## src/rtl/uart_rx_pkg.sv

```systemverilog
`timescale 1ns/1ps
package uart_rx_pkg;
  localparam int unsigned DATA_W = 9;

  typedef enum logic [2:0] {
    ST_IDLE,
    ST_START,
    ST_DATA,
    ST_PAR,
    ST_STOP
  } rx_state_e;

  // size code -> data bit count; unused codes fall back to 8
  function automatic logic [3:0] char_bits(input logic [2:0] code);
    case (code)
      3'd0:    char_bits = 4'd5;
      3'd1:    char_bits = 4'd6;
      3'd2:    char_bits = 4'd7;
      3'd3:    char_bits = 4'd8;
      3'd7:    char_bits = 4'd9;
      default: char_bits = 4'd8;
    endcase
  endfunction
endpackage

```

## src/rtl/rx_ctrl.sv

```systemverilog
`timescale 1ns/1ps
module rx_ctrl
  import uart_rx_pkg::*;
#(
  parameter int unsigned OVS = 16
) (
  input  logic       clk_i,
  input  logic       rst_ni,
  input  logic       tick_i,
  input  logic       line_i,
  input  logic [3:0] nbits_i,
  input  logic       par_en_i,
  output logic       go_o,
  output logic       data_smp_o,
  output logic       par_smp_o,
  output logic       stop_smp_o
);
  localparam int unsigned CW  = $clog2(OVS);
  localparam int unsigned MID = OVS / 2;

  rx_state_e   st_q;
  logic [CW-1:0] cnt_q;
  logic [3:0]    bit_q;
  logic          prev_q;

  logic bit_end, mid_hit;
  assign bit_end = tick_i && (cnt_q == CW'(OVS - 1));
  assign mid_hit = tick_i && (cnt_q == CW'(MID - 1));

  always_ff @(posedge clk_i or negedge rst_ni) begin
    if (!rst_ni) prev_q <= 1'b1;
    else         prev_q <= line_i;
  end

  always_ff @(posedge clk_i or negedge rst_ni) begin
    if (!rst_ni) begin
      st_q  <= ST_IDLE;
      cnt_q <= '0;
      bit_q <= '0;
    end else begin
      case (st_q)
        ST_IDLE: begin
          if (prev_q && !line_i) begin
            st_q  <= ST_START;
            cnt_q <= '0;
          end
        end
        ST_START: begin
          if (mid_hit) begin
            cnt_q <= '0;
            bit_q <= '0;
            st_q  <= line_i ? ST_IDLE : ST_DATA;
          end else if (tick_i) begin
            cnt_q <= cnt_q + 1'b1;
          end
        end
        ST_DATA: begin
          if (tick_i) cnt_q <= cnt_q + 1'b1;
          if (bit_end) begin
            bit_q <= bit_q + 1'b1;
            if (bit_q == nbits_i - 4'd1) st_q <= par_en_i ? ST_PAR : ST_STOP;
          end
        end
        ST_PAR: begin
          if (tick_i) cnt_q <= cnt_q + 1'b1;
          if (bit_end) st_q <= ST_STOP;
        end
        ST_STOP: begin
          if (tick_i) cnt_q <= cnt_q + 1'b1;
          if (bit_end) st_q <= ST_IDLE;
        end
        default: st_q <= ST_IDLE;
      endcase
    end
  end

  assign go_o       = (st_q == ST_START) && mid_hit && !line_i;
  assign data_smp_o = (st_q == ST_DATA)  && bit_end;
  assign par_smp_o  = (st_q == ST_PAR)   && bit_end;
  assign stop_smp_o = (st_q == ST_STOP)  && bit_end;

  // a start bit found high at mid-bit is dropped
  assert_glitch_drop_R2: assert property (@(posedge clk_i) disable iff (!rst_ni)
    (st_q == ST_START && mid_hit && line_i) |=> (st_q == ST_IDLE));

  // after the first stop sample, hunting resumes immediately
  assert_rehunt_R7: assert property (@(posedge clk_i) disable iff (!rst_ni)
    stop_smp_o |=> (st_q == ST_IDLE));
endmodule

```

## src/rtl/rx_shift.sv

```systemverilog
`timescale 1ns/1ps
module rx_shift
  import uart_rx_pkg::*;
#(
  parameter int unsigned DW = DATA_W
) (
  input  logic          clk_i,
  input  logic          rst_ni,
  input  logic          clr_i,
  input  logic          shift_i,
  input  logic          par_i,
  input  logic          line_i,
  input  logic [3:0]    nbits_i,
  output logic [DW-1:0] data_o,
  output logic          par_bit_o
);
  logic [DW-1:0] sh_q;
  logic          par_q;

  always_ff @(posedge clk_i or negedge rst_ni) begin
    if (!rst_ni) begin
      sh_q  <= '0;
      par_q <= 1'b0;
    end else begin
      if (clr_i)        sh_q <= '0;
      else if (shift_i) sh_q <= {line_i, sh_q[DW-1:1]};
      if (par_i)        par_q <= line_i;
    end
  end

  // bits enter at the top, LSB first; right-align by the unused width
  assign data_o    = sh_q >> (4'(DW) - nbits_i);
  assign par_bit_o = par_q;
endmodule

```

## src/rtl/rx_hold.sv

```systemverilog
`timescale 1ns/1ps
module rx_hold #(
  parameter int unsigned DW = 9
) (
  input  logic          clk_i,
  input  logic          rst_ni,
  input  logic          load_i,
  input  logic          read_i,
  input  logic [DW-1:0] data_i,
  input  logic          fe_i,
  input  logic          pe_i,
  output logic [DW-1:0] data_o,
  output logic          full_o,
  output logic          fe_o,
  output logic          pe_o
);
  always_ff @(posedge clk_i or negedge rst_ni) begin
    if (!rst_ni) begin
      data_o <= '0;
      full_o <= 1'b0;
      fe_o   <= 1'b0;
      pe_o   <= 1'b0;
    end else if (load_i) begin
      data_o <= data_i;
      fe_o   <= fe_i;
      pe_o   <= pe_i;
      full_o <= 1'b1;
    end else if (read_i) begin
      full_o <= 1'b0;
    end
  end

  assert_load_sets_full_R8: assert property (@(posedge clk_i) disable iff (!rst_ni)
    load_i |=> full_o);
  assert_read_clears_R8: assert property (@(posedge clk_i) disable iff (!rst_ni)
    (read_i && !load_i) |=> !full_o);
  assert_load_beats_read_R9: assert property (@(posedge clk_i) disable iff (!rst_ni)
    (read_i && load_i) |=> (full_o && data_o == $past(data_i)));
  assert_hold_stable_R10: assert property (@(posedge clk_i) disable iff (!rst_ni)
    !load_i |=> ($stable(data_o) && $stable(fe_o) && $stable(pe_o)));
endmodule

```

## src/rtl/uart_frame_rx.sv

```systemverilog
`timescale 1ns/1ps
module uart_frame_rx
  import uart_rx_pkg::*;
#(
  parameter int unsigned OVS = 16,
  parameter int unsigned DW  = DATA_W
) (
  input  logic          clk_i,
  input  logic          rst_ni,
  input  logic          tick_i,
  input  logic          rxd_i,
  input  logic [2:0]    char_size_i,
  input  logic [1:0]    parity_mode_i,
  input  logic          read_i,
  output logic [DW-1:0] rx_data_o,
  output logic          rx_full_o,
  output logic          frame_err_o,
  output logic          parity_err_o
);
  logic [1:0]    sync_q;
  logic          line_s;
  logic [3:0]    nbits;
  logic          par_en, par_odd;
  logic          go, data_smp, par_smp, stop_smp;
  logic [DW-1:0] asm_data;
  logic          par_bit, pe_now, fe_now;

  always_ff @(posedge clk_i or negedge rst_ni) begin
    if (!rst_ni) sync_q <= 2'b11;
    else         sync_q <= {sync_q[0], rxd_i};
  end
  assign line_s = sync_q[1];

  assign nbits   = char_bits(char_size_i);
  assign par_en  = parity_mode_i[1];
  assign par_odd = parity_mode_i[0];

  rx_ctrl #(.OVS(OVS)) u_ctrl (
    .clk_i      (clk_i),
    .rst_ni     (rst_ni),
    .tick_i     (tick_i),
    .line_i     (line_s),
    .nbits_i    (nbits),
    .par_en_i   (par_en),
    .go_o       (go),
    .data_smp_o (data_smp),
    .par_smp_o  (par_smp),
    .stop_smp_o (stop_smp)
  );

  rx_shift #(.DW(DW)) u_shift (
    .clk_i     (clk_i),
    .rst_ni    (rst_ni),
    .clr_i     (go),
    .shift_i   (data_smp),
    .par_i     (par_smp),
    .line_i    (line_s),
    .nbits_i   (nbits),
    .data_o    (asm_data),
    .par_bit_o (par_bit)
  );

  assign pe_now = par_en && (par_bit != ((^asm_data) ^ par_odd));
  assign fe_now = !line_s;

  rx_hold #(.DW(DW)) u_hold (
    .clk_i  (clk_i),
    .rst_ni (rst_ni),
    .load_i (stop_smp),
    .read_i (read_i),
    .data_i (asm_data),
    .fe_i   (fe_now),
    .pe_i   (pe_now),
    .data_o (rx_data_o),
    .full_o (rx_full_o),
    .fe_o   (frame_err_o),
    .pe_o   (parity_err_o)
  );

  assert_upper_zero_R3: assert property (@(posedge clk_i) disable iff (!rst_ni)
    stop_smp |=> ((rx_data_o >> $past(nbits)) == '0));
  assert_fe_first_stop_R6: assert property (@(posedge clk_i) disable iff (!rst_ni)
    stop_smp |=> (frame_err_o == !$past(line_s)));
  assert_pe_off_R5: assert property (@(posedge clk_i) disable iff (!rst_ni)
    (stop_smp && !par_en) |=> !parity_err_o);
endmodule

```

## config.mk

```make
export PLATFORM = sky130hd
export DESIGN_NAME = uart_frame_rx
export DESIGN_NICKNAME = d
export VERILOG_FILES = /design/src/rtl/uart_rx_pkg.sv /design/src/rtl/rx_ctrl.sv /design/src/rtl/rx_shift.sv /design/src/rtl/rx_hold.sv /design/src/rtl/uart_frame_rx.sv
export SDC_FILE = /design/constraint.sdc
export NUM_CORES = 1
export LEC_CHECK = 0
export BUFFER_PORTS_ARGS = -buffer_cell sky130_fd_sc_hd__clkbuf_2
export CAP_MARGIN = 20
export CORE_UTILIZATION = 46
export DETAILED_ROUTE_END_ITERATION = 12
export GPL_TIMING_DRIVEN = 1
export PLACE_DENSITY = 0.72
export SYNTH_ARGS = -nofsm -noshare
export SYNTH_HDL_FRONTEND = slang
export SYNTH_HIERARCHICAL = 1
export SYNTH_SLANG_ARGS = --single-unit
```

## constraint.sdc

```tcl
create_clock -name clk_i -period 4.9 [get_ports clk_i]
set_clock_uncertainty 0.1 [all_clocks]
set_input_delay 0.245 -clock clk_i [delete_from_list [all_inputs] [get_ports clk_i]]
set_output_delay 0.245 -clock clk_i [all_outputs]
set_load 0.03 [all_outputs]
```

==> results.json <==
{
  "status": "finished, violations left",
  "violations": "hold timing",
  "pwr-share-seq_pct": 47.4,
  "utilization_pct": 53.2,
  "track_usage_pct": 16.4,
  "grt_pass1_vias": 1435,
  "grt_max_degree": 37,
  "endpoint_kind": "register",
  "ys.flop_type": "dfrtp_1",
  "crit_type": "in -> reg",
  "drive_above_1_share_pct": 24.0,
  "post_cts_buffers": 0,
  "ios": 22,
  "slew-limit-headroom_pct": 35.9,
  "wl_microns": 3920,
  "rsz0062_at_grt": "no",
  "setup_viol": 0,
  "die_w_microns": 71.9,
  "worst_pin_slew_ps": 957,
  "tns_ps": 0,
  "grt_first_pass_wirelength_microns": 6550,
  "cts_buffers": 5,
  "setup_slack_ps": 1860,
  "place_area_sq_mm": 0.00241,
  "clkSlewWorstSetupHoldPaths_ps": 70,
  "clk_latency_ps": 280,
  "timing.hold.ws_ps": -20.6,
  "netlist_instances": 208,
  "finalInstanceArea_sq_mm": 0.00251,
  "layout_commonest_cell": "dfrtp_1",
  "core_sq_mm": 0.00472,
  "cts_root_buffer": "clkbuf_8",
  "cap_violations": 0,
  "port_buffers": 21,
  "async_reset_ff_share_pct": 100,
  "vias_per_cell": 5.13,
  "pwr-share-clk_pct": 25.4,
  "synthesis.nets": 222,
  "fillers": 427,
  "finalHoldViolCount": 33,
  "gp_congestion": 0.867,
  "clock_path_buffers": 2,
  "period_share_pct": 62.0,
  "drtPass1Iterations": 4,
  "p_leak_nw": 1.16,
  "regArea_sq_um": 905,
  "crit_required_ps": 4970,
  "synth_top_cell_by_area": "dfrtp_1",
  "antenna_found_initial": 0,
  "hold_buffers": 1,
  "clkSinkCount": 36,
  "fmax_mhz": 329,
  "cts_tree": "built",
  "cts-resized-gates": 0,
  "avgSynthCellArea_sq_um": 10.8,
  "total_power_mw": 0.844,
  "n_antenna_cell": 0,
  "pre_cts_ws_ps": 1550,
  "nets": 246,
  "dp_hpwl_microns": 2890,
  "power.switching_mw": 0.277,
  "cellPowerDensity_mw_per_mm2": 336,
  "die_y_microns": 71.9,
  "worstPathMaxFanout": 15,
  "area_growth_pct": 11.7,
  "yosys_warnings": 6,
  "netlist_top_cells_area": "dfrtp_1, mux2i_1, xnor2_1, mux2_4, nor2_1",
  "die_area_sq_mm": 0.00517,
  "wire_per_inst_microns": 13.1,
  "h-tree-depth": 2,
  "start_kind": "input port",
  "drc": 0,
  "switching_share_pct": 32.8,
  "report.final.slew_viol_count": 0,
  "mostFrequentLayoutCells": "dfrtp_1, nor2_1, clkbuf_2, xnor2_1, mux2i_1",
  "rows": 25,
  "synth_edf_count": 0,
  "drt_iter0_drc": 91,
  "overflow": 0,
  "ys_seq_area_share_pct": 40.2,
  "multi_input_area_sq_mm": 0.00126,
  "syn_area_sq_mm": 0.00225,
  "antenna_left": 0,
  "peakVddDrop_v": 0.000140,
  "dr_total_vias": 1538,
  "synth_cell_types": 47,
  "arrival_ps": 3100,
  "fin_crit_ps": 3040,
  "start_util_pct": 47.6,
  "yosysTopAreaCellShare_pct": 36.7,
  "pwr-share-comb_pct": 27.2,
  "worstHoldPathType": "in -> async",
  "synth.ff_latch_count": 36,
  "p_int_mw": 0.567
}
[cells in the mapped netlist (2+ instances only)]
library cell	instances
nor2_1	31
mux4_2	3
nand2b_1	3
nand2_1	6
nor3_1	6
nand3_1	5
buf_1	2
dfrtp_1	33
mux2_2	7
o21ai_0	5
mux2i_1	17
xor2_1	3
inv_1	10
ha_1	4
mux4_1	2
buf_2	3
a21oi_1	4
nor2b_1	4
and3_1	2
and2_1	2
and3b_1	2
xnor2_1	18
dfstp_2	3
buf_6	2
mux2_4	9
[worst paths after layout]
path                                 start                to  slack [ps]  cells past startpoint
setup reg to reg           u_shift/sh_q[6]       u_hold/pe_o        2250                      8
max in group asynchronous           rst_ni   u_shift/sh_q[6]        4160                      1
hold / removal                      rst_ni  u_hold/data_o[0]         -20                      1
min in group clk_i                  read_i     u_hold/full_o         110                      3
setup / recovery            char_size_i[0]       u_hold/pe_o        1860                     14
hold reg to reg                  sync_q[0]         sync_q[1]         260                      0
[logic make-up (layout without fill, tap and decap cells)]
kind of cell             Yosys count  after routing  share of synthesized area [%]
AND/OR/NAND/NOR                   70             70                           15.7
multiplexers                      38             38                           22.4
flip-flops                        36             36                           40.2
XOR/XNOR                          23             23                           9.90
AO/OA/AOI/OAI                     19             19                           5.73
buffers and inverters             18             43                           3.84
adder cells (fa/ha/maj)            4              4                           2.22
[cell type report]
cell class / instances / area share (%)
tap: 67 / 3.34
sequential: 36 / 36.0
clock buffer: 8 / 3.59
timing repair buffer: 25 / 5.48
inverter: 10 / 1.49
multi-input combinational: 154 / 50.1
[through the flow]
stage	hold slack, ps	instances
5_1_grt	64.4	300
6_report	-20.6	300
4_1_cts	15.2	300
3_5_place_dp	234	291
3_3_place_gp	233	291
2_1_floorplan	-151	208
[registers in the layout (all words and copies together) (netlist names)]
name and flops:
u_ctrl/bit_q 4, u_ctrl/cnt_q 4, u_hold/data_o 9, u_ctrl/st_q 3, u_shift/par_bit_o 1, u_shift/sh_q 9, sync_q 2, u_ctrl/prev_q 1
u_hold/fe_o 1, u_hold/pe_o 1, u_hold/full_o 1
[worst max-delay path: stages]
cell,delay (ps)
clkbuf_2,110
xnor2_1,120
nor2_1,90
buf_4,230
inv_1,70
ha_1,230
xnor2_1,380
mux2i_1,130
o21ai_0,360
xnor2_1,190
xnor2_1,140
xnor3_1,400
and2_1,160
mux2_4,250
[metal layers]
layer / global-route usage, % / share of wire [%]
met2: 25.1 / 44
met5: 0 / 0
met3: 4.72 / 3.3
met4: 5.66 / 0.84
met1: 22.4 / 51
[power groups by stage]
stage | logic (mW) | registers [mW] | clock network (mW)
2_1_floorplan | 0.209 | 0.375 | 0
4_1_cts | 0.230 | 0.400 | 0.223
3_5_place_dp | 0.229 | 0.406 | 0
3_3_place_gp | 0.221 | 0.404 | 0
6_report | 0.229 | 0.400 | 0.214
5_1_grt | 0.260 | 0.408 | 0.235
(Power assumes the default switching activity.)
